## config.mk

```make
export PLATFORM = sky130hd
export DESIGN_NAME = serial_audio_rx
export DESIGN_NICKNAME = d
export VERILOG_FILES = /design/src/rtl/sar_pkg.sv /design/src/rtl/sar_sync.sv /design/src/rtl/sar_dly.sv /design/src/rtl/sar_deser.sv /design/src/rtl/serial_audio_rx.sv
export SDC_FILE = /design/constraint.sdc
export NUM_CORES = 1
export LEC_CHECK = 0
export BUFFER_PORTS_ARGS = -buffer_cell sky130_fd_sc_hd__buf_2
export CORE_MARGIN = 8
export CORE_UTILIZATION = 39
export DETAILED_ROUTE_END_ITERATION = 6
export HOLD_SLACK_MARGIN = 0.06
export PLACE_DENSITY = 0.64
export SYNTH_ARGS = -nofsm -noshare
export SYNTH_HDL_FRONTEND = slang
export SYNTH_SLANG_ARGS = --single-unit
```

## constraint.sdc

```tcl
create_clock -name clk_i -period 7.2 [get_ports clk_i]
set_input_delay 1.44 -clock clk_i [delete_from_list [all_inputs] [get_ports clk_i]]
set_output_delay 1.44 -clock clk_i [all_outputs]
set_load 0.005 [all_outputs]
```

## src/rtl/sar_pkg.sv

```systemverilog
package sar_pkg;
  localparam int unsigned SAR_LINES = 3;

  typedef struct packed {
    logic sck;
    logic ws;
    logic sd;
  } sar_lines_t;
endpackage

```

## src/rtl/sar_sync.sv

```systemverilog
module sar_sync #(
  parameter int unsigned WIDTH  = 3,
  parameter int unsigned STAGES = 2
) (
  input  logic             clk_i,
  input  logic             rst_ni,
  input  logic [WIDTH-1:0] d_i,
  output logic [WIDTH-1:0] q_o
);
  logic [STAGES-1:0][WIDTH-1:0] stg_q;

  always_ff @(posedge clk_i or negedge rst_ni) begin
    if (!rst_ni) stg_q <= '0;
    else         stg_q <= {stg_q[STAGES-2:0], d_i};
  end

  assign q_o = stg_q[STAGES-1];
endmodule

```

## src/rtl/sar_dly.sv

```systemverilog
module sar_dly #(
  parameter int unsigned WIDTH = 3
) (
  input  logic             clk_i,
  input  logic             rst_ni,
  input  logic [WIDTH-1:0] d_i,
  output logic [WIDTH-1:0] q_o
);
  always_ff @(posedge clk_i or negedge rst_ni) begin
    if (!rst_ni) q_o <= '0;
    else         q_o <= d_i;
  end
endmodule

```

## src/rtl/sar_deser.sv

```systemverilog
module sar_deser #(
  parameter int unsigned WORD_W = 16
) (
  input  logic              clk_i,
  input  logic              rst_ni,
  input  logic              cap_i,
  input  logic              bit_i,
  input  logic              flush_i,
  input  logic              chan_i,
  output logic [WORD_W-1:0] sample_o,
  output logic              chan_o,
  output logic              valid_o,
  output logic              ovf_o
);
  localparam int unsigned CNT_W = $clog2(WORD_W + 1);
  localparam logic [CNT_W-1:0] CNT_FULL = CNT_W'(WORD_W);

  logic [WORD_W-1:0] shreg_q, word_nx, aligned;
  logic [CNT_W-1:0]  cnt_q, cnt_nx;
  logic              seen_q, room, ovf_hit;

  assign room    = cnt_q < CNT_FULL;
  assign ovf_hit = cap_i && !room && seen_q;

  always_comb begin
    word_nx = shreg_q;
    cnt_nx  = cnt_q;
    if (cap_i && room) begin
      word_nx = {shreg_q[WORD_W-2:0], bit_i};
      cnt_nx  = cnt_q + 1'b1;
    end
  end

  // short words are left-aligned; an empty word shifts out to zero
  assign aligned = word_nx << (CNT_FULL - cnt_nx);

  always_ff @(posedge clk_i or negedge rst_ni) begin
    if (!rst_ni) begin
      shreg_q  <= '0;
      cnt_q    <= '0;
      seen_q   <= 1'b0;
      sample_o <= '0;
      chan_o   <= 1'b0;
      valid_o  <= 1'b0;
      ovf_o    <= 1'b0;
    end else begin
      valid_o <= 1'b0;
      if (ovf_hit) ovf_o <= 1'b1;
      if (flush_i) begin
        if (seen_q) begin
          sample_o <= aligned;
          chan_o   <= chan_i;
          valid_o  <= 1'b1;
        end
        seen_q  <= 1'b1;
        shreg_q <= '0;
        cnt_q   <= '0;
      end else begin
        shreg_q <= word_nx;
        cnt_q   <= cnt_nx;
      end
    end
  end
endmodule

```

## src/rtl/serial_audio_rx.sv

```systemverilog
module serial_audio_rx
  import sar_pkg::*;
#(
  parameter int unsigned WORD_W      = 16,
  parameter int unsigned SYNC_STAGES = 2
) (
  input  logic              clk_i,
  input  logic              rst_ni,
  input  logic              sck_i,
  input  logic              ws_i,
  input  logic              sd_i,
  input  logic              ws_inv_i,
  input  logic              cap_fall_i,
  output logic [WORD_W-1:0] sample_o,
  output logic              chan_o,
  output logic              valid_o,
  output logic              ovf_o
);
  sar_lines_t raw, syn, prv;
  logic sck_rise, sck_fall, ws_edge, cap, cap_bit, chan;

  assign raw.sck = sck_i;
  assign raw.ws  = ws_i;
  assign raw.sd  = sd_i;

  sar_sync #(.WIDTH(SAR_LINES), .STAGES(SYNC_STAGES)) u_sync (
    .clk_i (clk_i),
    .rst_ni(rst_ni),
    .d_i   (raw),
    .q_o   (syn)
  );

  sar_dly #(.WIDTH(SAR_LINES)) u_dly (
    .clk_i (clk_i),
    .rst_ni(rst_ni),
    .d_i   (syn),
    .q_o   (prv)
  );

  assign sck_rise = syn.sck & ~prv.sck;
  assign sck_fall = ~syn.sck & prv.sck;
  assign ws_edge  = syn.ws ^ prv.ws;

  // falling-edge mode takes the value held before the edge
  assign cap     = cap_fall_i ? sck_fall : sck_rise;
  assign cap_bit = cap_fall_i ? prv.sd : syn.sd;
  assign chan    = prv.ws ^ ws_inv_i;

  sar_deser #(.WORD_W(WORD_W)) u_deser (
    .clk_i   (clk_i),
    .rst_ni  (rst_ni),
    .cap_i   (cap),
    .bit_i   (cap_bit),
    .flush_i (ws_edge),
    .chan_i  (chan),
    .sample_o(sample_o),
    .chan_o  (chan_o),
    .valid_o (valid_o),
    .ovf_o   (ovf_o)
  );
endmodule

```

==> metrics.md <==
| Metric | Value |
|---|---|
| Wire length per cell | `19.2 µm` |
| Multiplexer share of the synthesized area | `11.8%` |
| Nature of the critical path endpoint | `register` |
| Reg-to-reg slack, setup | `3.59 ns` |
| Largest family of logic cells by synthesized area | `compound AO/OA/AOI/OAI gates` |
| Synthesis-stage register bit count | `50` |
| Setup tns final | `0 ns` |
| RSZ-0062 raised after global routing | `false` |
| Transition time at the pin with the least slew margin | `0.994 ns` |
| Iter 0 DRT Violations | `274` |
| Maximum level of the CTS H-tree | `2` |
| Post-CTS repair timing setup buffer count | `0` |
| Layout fillers | `769` |
| Area share of and/or/nand/nor cells after synthesis | `17.0%` |
| Average size of a mapped cell | `9.89 µm²` |
| Clock tree from TritonCTS | `yes` |
| Synth Area in Compound Gates | `23.9%` |
| Static Leak | `1.49 nW` |
| Detailed-route via count | `2620` |
| Peak supply drop | `128 µV` |
| Area share of fa/ha/maj cells after synthesis | `0.406%` |
| Fin Clk Skew | `0.0149 ns` |
| Shortest clock period the worst path allows after layout | `4.36 ns` |
| Total CTS buffers | `5` |
| Count of flip-flops with a built-in enable after synthesis | `0` |
| Cell Count Post-Placement | `424` |
| Number of remaining DRC errors | `0` |
| Root buffer cell | `clkbuf_8` |
| Worst R2R Path Depth | `7` |
| Synth area leaders | `dfrtp_1, mux2i_1, nor2_1` |
| Area share of the largest cell type after synthesis | `40.6%` |
| Required time worst endpoint | `7.41 ns` |
| Detailed Route WL | `8280 µm` |
| Detailed-placement wirelength estimate | `6020 µm` |
| Summed instance area of the synthesized netlist | `3090 µm²` |
| Max Freq | `229 MHz` |
| Top FF cell, synth | `dfrtp_1` |
| RR Endpoint | `u_deser.sample_o[11]` |
| Grt ovf | `0` |
| Number of buffers added on ports | `25` |
| Startpoint class of the critical path | `input port` |
| Fraction of final layout cells sized beyond drive strength 1 | `20.3%` |
| DRT antenna net count | `0` |
| RePlAce Congestion | `0.935` |
| Net count after synthesis | `320` |
| Initial antenna violation count | `0` |
| Outcome | `complete, no violations` |
| Async set or reset register ratio after synthesis | `100%` |
| Synth Area in XOR/XNOR | `2.51%` |
| Number of distinct library cells after synthesis | `69` |
| Row cnt | `32` |
| Buffers from clock root to sink, at most | `2` |
| Worst hold stages | `0` |
| Clk_lat worst skew | `0.32 ns` |
| Worst Hold Endpoint | `u_sync.q_o[0]` |
| Min setup slack post-route | `2.84 ns` |
| Wire length of the first global-routing pass | `13400 µm` |
| Slew margin rel. | `33.5%` |
| Leading cell type in the layout, fill and taps excluded | `dfrtp_1` |
| Beginning of the worst hold path | `u_sync.stg_q[0]` |
| Minimum setup slack after placement | `2.48 ns` |
| HP Class | `reg2reg` |
| Share of synthesized area occupied by flip-flops and latches | `40.6%` |
| Non-filler instance count after layout | `432` |
| Total power divided by cell area | `199 nW/µm²` |
| Clock Sinks | `50` |
| Number of global-route vias before repair | `2470` |
| Placeable core region | `7690 µm²` |
| First-pass iteration count of the detailed router | `5` |
| Post-Syn Instances | `312` |
| Maximum number of pins on one net before global-route repair | `51` |
| Fin. max-slew vios | `0` |
| Kind of critical path | `in2reg` |
| Largest area contributor in the synthesized netlist | `dfrtp_1` |
| Final nets | `337` |
| Hold violation total from the final report | `0` |
| Number of warnings issued by yosys | `0` |
| Post-CTS resize count | `0` |
| Die Y | `105 µm` |
| Part of the cycle the worst path needs | `60.6%` |
| Antenna fix cells | `0` |
| Final setup fails | `0` |
| Total die area | `11000 µm²` |
| Highest fanout seen on the critical path | `16` |
| Commonest cells after routing, fill and taps aside | `dfrtp_1, nor2_1, nand2_1` |
| Crit Reg-Reg Startpoint | `u_deser.cnt_q[4]` |
| GRT Resource Usage Total | `15.0%` |
| Count of pins on the block boundary | `26` |
| Effective utilization at floorplan | `40.1%` |
| Synth-to-layout area growth | `10.8%` |
| Die outline width | `105 µm` |
| Clock Pin Slew Worst Setup and Hold Paths | `0.10 ns` |
| Hold bufs inserted after CTS | `0` |
| # Max-Cap Violations | `0` |
| Arrival time at the worst endpoint | `4.57 ns` |
| Vias per std cell | `6.06` |
worst max-delay path: stages:
cell and delay (ns):
buf_2 0.13, or4b_1 0.78, nand3_2 0.22, and2_1 0.56, nand3_1 0.38, xnor2_1 0.60, o21ai_0 0.17, a32o_1 0.28
final cells by class:
class                      instances  area [µm²]  area share (%)
multi-input combinational        237        1720            50.2
sequential                        50        1250            36.6
timing repair buffer              31         170            4.98
tap                              102         128            3.73
clock buffer                       5        68.8            2.01
clock inverter                     3        68.8            2.01
inverter                           4        15.0           0.439
flip-flops by register name, summed over array words and instances (netlist names):
signal	count
u_sync.stg_q	3
u_deser.shreg_q	16
u_deser.chan_o	1
u_deser.seen_q	1
u_dly.q_o	3
u_deser.sample_o	16
u_deser.cnt_q	5
u_deser.ovf_o	1
u_sync.q_o	3
u_deser.valid_o	1
through the flow:
stage                     cell area, µm²  util, %  hold slack, ns  power, mW
after floorplan                     3090        -           0.331      0.402
after global placement              3280     42.7           0.333      0.442
after detailed placement            3280     42.7           0.336      0.444
after CTS                           3420     44.5           0.359      0.687
after global routing                3420     44.5           0.375      0.710
final                               3420     44.5           0.356      0.682
synthesized netlist by cell type (4+ instances only):
cell      instances
a211oi_1          6
a21oi_1          13
a22o_1            4
a31oi_1           4
and3_1            5
buf_2             4
buf_4             5
clkbuf_1         12
dfrtp_1          50
inv_1             4
mux2_2            5
mux2i_1          16
mux4_2            6
nand2_1          27
nand3_1           8
nor2_1           37
nor3_1            6
o211ai_1          6
o21ai_0          11
o21ai_1           4
o31ai_1           8
xnor2_1           4
cell families (layout without fill, tap and decap cells):
| logic type | count (synthesis) | after routing |
|---|---|---|
| muxes | 28 | 28 |
| buffers and inverters | 25 | 43 |
| xor gates and xnor gates | 8 | 8 |
| DFF | 50 | 50 |
| AOI/OAI and AO/OA | 96 | 96 |
| adders and majority gates | 1 | 1 |
| and+or+nand+nor | 104 | 104 |
layer usage:
| layer | routed length, µm | part of all wire, % | global-route usage (%) | vias to the layer above |
|---|---|---|---|---|
| li1 | - | - | - | 1214 |
| met1 | 3600 | 43 | 19.5 | 1285 |
| met2 | 4010 | 48 | 24.2 | 101 |
| met3 | 442 | 5.3 | 2.83 | 20 |
| met4 | 234 | 2.8 | 5.81 | 0 |
| met5 | 0 | 0 | 0 | - |
worst max path at each step:
| stage | from | endpoint | slack (ns) | cells past startpoint |
|---|---|---|---|---|
| after floorplan | cap_fall_i | u_deser.sample_o[14] | 3.56 | 8 |
| after global routing | cap_fall_i | u_deser.sample_o[11] | 2.51 | 8 |
| after CTS | cap_fall_i | u_deser.sample_o[11] | 2.80 | 8 |
| after global placement | cap_fall_i | u_deser.sample_o[11] | 2.56 | 8 |
| final | cap_fall_i | u_deser.sample_o[11] | 2.84 | 8 |
| after detailed placement | cap_fall_i | u_deser.sample_o[11] | 2.48 | 8 |
power by group:
part	internal, mW	switching [mW]	leakage (nW)
clock network	0.139	0.104	0.0683
logic	0.0477	0.0893	0.757
registers	0.293	0.00866	0.664
(Power assumes the default switching activity.)
